[config.mk]
export PLATFORM = sky130hd
export DESIGN_NAME = camask_adder
export DESIGN_NICKNAME = d
export VERILOG_FILES = /design/src/rtl/camask_pkg.sv /design/src/rtl/camask_pg_cell.sv /design/src/rtl/camask_chain_slice.sv /design/src/rtl/camask_adder.sv
export SDC_FILE = /design/constraint.sdc
export NUM_CORES = 1
export LEC_CHECK = 0
export BUFFER_PORTS_ARGS = -buffer_cell sky130_fd_sc_hd__buf_2
export CORE_MARGIN = 10
export CORE_UTILIZATION = 50
export DETAILED_ROUTE_END_ITERATION = 10
export PLACE_DENSITY_LB_ADDON = 0.15
export SLEW_MARGIN = 10
export SYNTH_ARGS = -nofsm -noshare
export SYNTH_HDL_FRONTEND = slang
export SYNTH_SLANG_ARGS = --single-unit
[constraint.sdc]
create_clock -name vclk -period 4.88
set_input_delay 0.976 -clock vclk [all_inputs]
set_output_delay 0.976 -clock vclk [all_outputs]
set_load 0.1 [all_outputs]
[src/rtl/camask_pkg.sv]
package camask_pkg;

  // Number of bit positions grouped into one carry-chain slice.
  localparam int unsigned SLICE_W = 4;

  // Per-bit output of the lookup cell that feeds the chain.
  typedef struct packed {
    logic prop;   // mux select and XOR operand
    logic gen;    // value taken when prop is low
    logic kill;   // blocks the incoming carry
  } pg_t;

endpackage

[src/rtl/camask_pg_cell.sv]
module camask_pg_cell
  import camask_pkg::*;
(
  input  logic x_i,
  input  logic y_i,
  input  logic msk_i,
  output pg_t  pg_o
);

  // Exact: prop = x ^ y, gen = x (selected only when x == y).
  // Approximate: prop = x | y so the XOR yields the OR, gen = 0, carry killed.
  always_comb begin
    pg_o.kill = msk_i;
    if (msk_i) begin
      pg_o.prop = x_i | y_i;
      pg_o.gen  = 1'b0;
    end else begin
      pg_o.prop = x_i ^ y_i;
      pg_o.gen  = x_i;
    end
  end

endmodule

[src/rtl/camask_chain_slice.sv]
module camask_chain_slice
  import camask_pkg::*;
(
  input  pg_t [SLICE_W-1:0]  pg_i,
  input  logic               c_i,
  output logic [SLICE_W-1:0] s_o,
  output logic               c_o
);

  logic carry_q;
  logic carry_eff;

  // Ripple through the four mux/XOR stages of the slice.
  always_comb begin
    carry_q   = c_i;
    carry_eff = 1'b0;
    s_o       = '0;
    for (int j = 0; j < SLICE_W; j++) begin
      carry_eff = carry_q & ~pg_i[j].kill;
      s_o[j]    = pg_i[j].prop ^ carry_eff;
      carry_q   = pg_i[j].prop ? carry_eff : pg_i[j].gen;
    end
    c_o = carry_q;
  end

endmodule

[src/rtl/camask_adder.sv]
module camask_adder
  import camask_pkg::*;
#(
  parameter int unsigned WIDTH = 32
) (
  input  logic [WIDTH-1:0] a,
  input  logic [WIDTH-1:0] b,
  input  logic [WIDTH-1:0] mask,
  input  logic             force_exact,
  output logic [WIDTH-1:0] sum,
  output logic             cout
);

  localparam int unsigned NUM_SLICES = WIDTH / SLICE_W;

  logic [WIDTH-1:0] mask_eff;
  pg_t  [WIDTH-1:0] pg_vec;

  assign mask_eff = force_exact ? '0 : mask;

  // One lookup cell per bit position.
  for (genvar i = 0; i < WIDTH; i++) begin : g_cell
    camask_pg_cell u_cell (
      .x_i   (a[i]),
      .y_i   (b[i]),
      .msk_i (mask_eff[i]),
      .pg_o  (pg_vec[i])
    );
  end

  // Slices chained LSB to MSB; slice 0 sees a constant 0 (half-adder LSB).
  for (genvar s = 0; s < NUM_SLICES; s++) begin : g_sl
    logic cin_w;
    logic cout_w;
    if (s == 0) begin : g_first
      assign cin_w = 1'b0;
    end else begin : g_next
      assign cin_w = g_sl[s-1].cout_w;
    end
    camask_chain_slice u_slice (
      .pg_i (pg_vec[s*SLICE_W +: SLICE_W]),
      .c_i  (cin_w),
      .s_o  (sum[s*SLICE_W +: SLICE_W]),
      .c_o  (cout_w)
    );
  end

  assign cout = g_sl[NUM_SLICES-1].cout_w;

endmodule

Word-level counts from Yosys, hierarchy flattened --
Cells that the tools add are included.
Storage, ports and cells: output and inout bits 33, bits of input ports 97, flip-flop bits (word level) 0
Operators by class: multiplexer cells 65, bitwise operators 157
Operator list (count):
- $mux 2 | 32
- $xor 1x1->1 | 63
- $mux 1 | 32
- $mux 32 | 1
- $or 1x1->1 | 32
- $and 1x1->1 | 31
- $not 1->1 | 31

Depth between registers and ports, before layout --
depth after elaboration 65, depth in mapped cells 14, gate-level depth less buffers 12

By module --
From an unflattened synthesis, not the netlist that was laid out.
Second synthesis, totals: cell total of the unflattened synthesis 380, area total of the unflattened synthesis 2638.8 µm²
Modules (own cells, without submodules):
- camask_pg_cell | cells each 7, times used 32, area each 45.0 µm²
- camask_chain_slice | cells each 15, times used 8, area each 121.4 µm²
- camask_adder | cells each 36, times used 1, area each 226.5 µm²

Least setup slack after synthesis --
Ideal clock, no wire load.
kind input to output, start in a[0], end out sum[31], data required time 3.904 ns, stages 11, arrival 5.305 ns, path slack -1.401 ns, path through inv_1 > ha_1 > nor3_2 > o21ai_1 > a221oi_2 > a211oi_4 > o21bai_4 > a31o_1 > o41ai_2 > a21o_1 > a311oi_1
Between the ends: cells in the longest elaborated chain, start to end 65, elaborated cells on any way between the ends 66
Ends and longest elaborated chain:
- from (decl) | line camask_adder.sv:6 | input logic [WIDTH-1:0] a,
- $xor 1x1->1 or $or 1x1->1 (tied branches) | line camask_pg_cell.sv:18, camask_pg_cell.sv:15
- $mux 2 (*) | line camask_pg_cell.sv:14 | if (msk_i) begin
- $mux 1 (*) | line camask_chain_slice.sv:21 | carry_q = pg_i[j].prop ? carry_eff : pg_i[j].gen;
- $and 1x1->1 (*) | line camask_chain_slice.sv:19 | carry_eff = carry_q & ~pg_i[j].kill;
- $mux 1 (*) | line camask_chain_slice.sv:21
- $and 1x1->1 (*) | line camask_chain_slice.sv:19
- $mux 1 (*) | line camask_chain_slice.sv:21
- $and 1x1->1 (*) | line camask_chain_slice.sv:19
- (+49 left out)
- $and 1x1->1 (*) | line camask_chain_slice.sv:19
- $mux 1 (*) | line camask_chain_slice.sv:21
- $and 1x1->1 (*) | line camask_chain_slice.sv:19
- $mux 1 (*) | line camask_chain_slice.sv:21
- $and 1x1->1 (*) | line camask_chain_slice.sv:19
- $mux 1 (*) | line camask_chain_slice.sv:21
- $and 1x1->1 (*) | line camask_chain_slice.sv:19
- $xor 1x1->1 (*) | line camask_chain_slice.sv:20 | s_o[j] = pg_i[j].prop ^ carry_eff;
- to (decl) | line camask_adder.sv:10 | output logic [WIDTH-1:0] sum,
Mark *: on every way between the ends. The rest lies on a longest branch, timed or not.

Worst setup path in the final report --
start in a[1], end out sum[31]
Between the ends: cells in the longest elaborated chain, start to end 63, elaborated cells on any way between the ends 64
Ends and longest elaborated chain (line):
- $xor 1x1->1 or $or 1x1->1 (tied branches) | camask_pg_cell.sv:18, camask_pg_cell.sv:15
- $mux 2 (*) | camask_pg_cell.sv:14
- $mux 1 (*) | camask_chain_slice.sv:21
- $and 1x1->1 (*) | camask_chain_slice.sv:19
- $mux 1 (*) | camask_chain_slice.sv:21
- $and 1x1->1 (*) | camask_chain_slice.sv:19
- $mux 1 (*) | camask_chain_slice.sv:21
- $and 1x1->1 (*) | camask_chain_slice.sv:19
- (+47 left out)
- $and 1x1->1 (*) | camask_chain_slice.sv:19
- $mux 1 (*) | camask_chain_slice.sv:21
- $and 1x1->1 (*) | camask_chain_slice.sv:19
- $mux 1 (*) | camask_chain_slice.sv:21
- $and 1x1->1 (*) | camask_chain_slice.sv:19
- $mux 1 (*) | camask_chain_slice.sv:21
- $and 1x1->1 (*) | camask_chain_slice.sv:19
- $xor 1x1->1 (*) | camask_chain_slice.sv:20
Marked as above.

==> flow_summary.toml <==
[detailed_routing]
dr.pass1.iters = 5
via_per_inst = 5.53
num_vias = 3517
drtIter0Drc = 106
routed_wl_um = 9060
route.detailed.drc = 0
wl_per_cell_um = 14.2
ant_nets = 0

[setup_path]
startpoint_type = "primary input"
required_ns = 3.90
cp.arrival_ns = 3.77
end_kind = "output port"
cp_max_fo = 4
crit_type = "primary input to output port"

[sta]
min_period_ns = 4.74
finalCritPeriodShare_pct = 97.2
setup_slack_ns = 0.138
relSlewSlack_pct = 67.6
maxClockFrequency_mhz = 211
setup_viol_count_final = 0
slew_viol_final = 0
tightest_slew_ns = 0.490
hold_viol = 0
hold_slack_ns = 2.47

[power]
clkPwrFrac_pct = 0
combPwrFrac_pct = 100.0
p_seq_share_pct = 0
swShare_pct = 65.0
leakagePower_nw = 2.20
power_mw = 1.25
p_int_mw = 0.436
powerDensity_mw_per_mm2 = 296
p_switching_mw = 0.811
peakVddDrop_v = 0.000217

[final_layout]
nets = 695
antenna_cells = 0
final_util_pct = 76.9
seqCellArea_sq_um = 0
drive_above_1_share_pct = 34.6
num-clock-buffers = 0
numSequentialCells = 0
num-fill-cells = 439
area.growth.synth_to_final_pct = 51.0
postLayoutCellArea_sq_mm = 0.00421

[grt]
overflow = 0
grt_usage_pct = 18.0
grt_pass1_wl_um = 14200
grt_max_degree = 25
grt_pass1_vias = 3435
antenna_found_initial = 0

[logic_synthesis]
yosysWarnings = 0
synth_top_cells_by_area = "ha_1 (14%), inv_1 (10%), nor2_1 (8.2%)"
synth_most_common_cell = "inv_1"
synth-seq-area-share_pct = 0
postSynthAreaPerCell_sq_um = 6.53
syn_inst = 427
synth_common_cells = "inv_1 (77), nor2_1 (61), a21oi_1 (35)"
synthesis.nets = 556
synth_top_area_share_pct = 14.4
ys_types = 59
syn_area_sq_mm = 0.00279
synth_area_leader_cell = "ha_1"

[floorplanning]
chipWidth_um = 94.7
fp.coreArea_sq_mm = 0.00547
die_area_sq_mm = 0.00896
dieHeight_um = 94.7
start_util_pct = 50.9
core.rowCount = 27
ioPinCount = 130

[placement]
place_ws_ns = -0.0252
dp_hpwl_um = 7810
gp_congestion = 0.844
placed_cell_area_sq_mm = 0.00408
port_buffers = 130

[hold_path]
hold_path_depth = 4
worstHoldPathType = "primary input to output port"
min_to = "sum[0]"
hp-start = "mask[0]"

[status]
outcome = "finished, final reports clean"

[run]
cap_violations = 0
critical path, stage by stage:
cell and delay (ns):
buf_2 0.09, inv_1 0.04, ha_1 0.20, nor3b_1 0.22, a21oi_1 0.11, o21ai_2 0.23, a221oi_4 0.13, a211oi_4 0.34
o21bai_4 0.10, a31o_4 0.24, o41ai_4 0.36, a21oi_2 0.12, a311oi_2 0.32, clkbuf_16 0.27
placed cells by master (no fill, tap or decap), drive strengths merged, types with 5 or more instances in the layout:
master | synthesis | final
o22ai | 17 | 17
nand2b | 33 | 33
xnor2 | 19 | 19
buf | 7 | 144
o21ba | 11 | 11
o21ai | 22 | 22
o32ai | 7 | 7
nor3b | 8 | 8
o31a | 7 | 7
o31ai | 9 | 9
inv | 77 | 77
nand2 | 11 | 11
nor2 | 62 | 62
xor2 | 5 | 5
ha | 32 | 32
o32a | 5 | 5
a21oi | 37 | 37
o21bai | 6 | 6
layout make-up:
cell class | count | area (sq um) | share of cell area (%)
multi-input combinational | 342 | 2660 | 63.2
timing repair buffer | 145 | 1170 | 27.8
tap | 72 | 90.1 | 2.14
inverter | 77 | 289 | 6.86
worst max path at each step:
stage                      startpoint       to  slack, ns  cells after the start
final                            a[1]  sum[31]       0.14                     14
after global routing            a[12]  sum[31]      -0.06                     14
after CTS                 force_exact  sum[30]       0.02                     12
after detailed placement  force_exact  sum[30]      -0.03                     12
after global placement    force_exact  sum[31]       0.10                     12
after floorplan                  a[0]  sum[31]      -0.38                     11
routing by layer:
metal | up-vias | part of all wire, % | global-route usage [%]
li1 | 1774 | - | -
met1 | 1603 | 40 | 20.3
met2 | 126 | 50 | 33.9
met3 | 14 | 8.5 | 4.52
met4 | 0 | 1.1 | 2.00
met5 | - | 0 | 0
metrics by stage:
step | setup TNS (ns) | std cells
detailed placement | -0.0375 | 632
finish | 0 | 636
global route | -0.0811 | 636
floorplan | -0.386 | 427
CTS | 0 | 632
global placement | 0 | 632
power groups by stage:
stage / clock network [mW] / logic [mW] / registers, mW
CTS: 0 / 1.23 / 0
global placement: 0 / 1.21 / 0
detailed placement: 0 / 1.22 / 0
finish: 0 / 1.25 / 0
global route: 0 / 1.31 / 0
floorplan: 0 / 0.834 / 0
timing repair:
item                                    4_1_cts  5_1_grt
setup buffers                                 0        5
pin swaps                                     0       10
cloned                                        0        0
hold buffers                                  0        0
endpoints found under the setup margin        2        9
resized for setup                             1       19
cell families (layout without fill, tap and decap cells):
group / count (synthesis) / after routing / synth area share, %
XOR/XNOR: 24 / 24 / 7.54
AO/OA/AOI/OAI: 147 / 147 / 38.2
adder cells (fa/ha/maj): 32 / 32 / 14.4
AND/OR/NAND/NOR: 135 / 135 / 25.6
buffers and inverters: 85 / 222 / 12.9
multiplexers: 4 / 4 / 1.44
No activity file was read; power rests on OpenSTA's default activity.
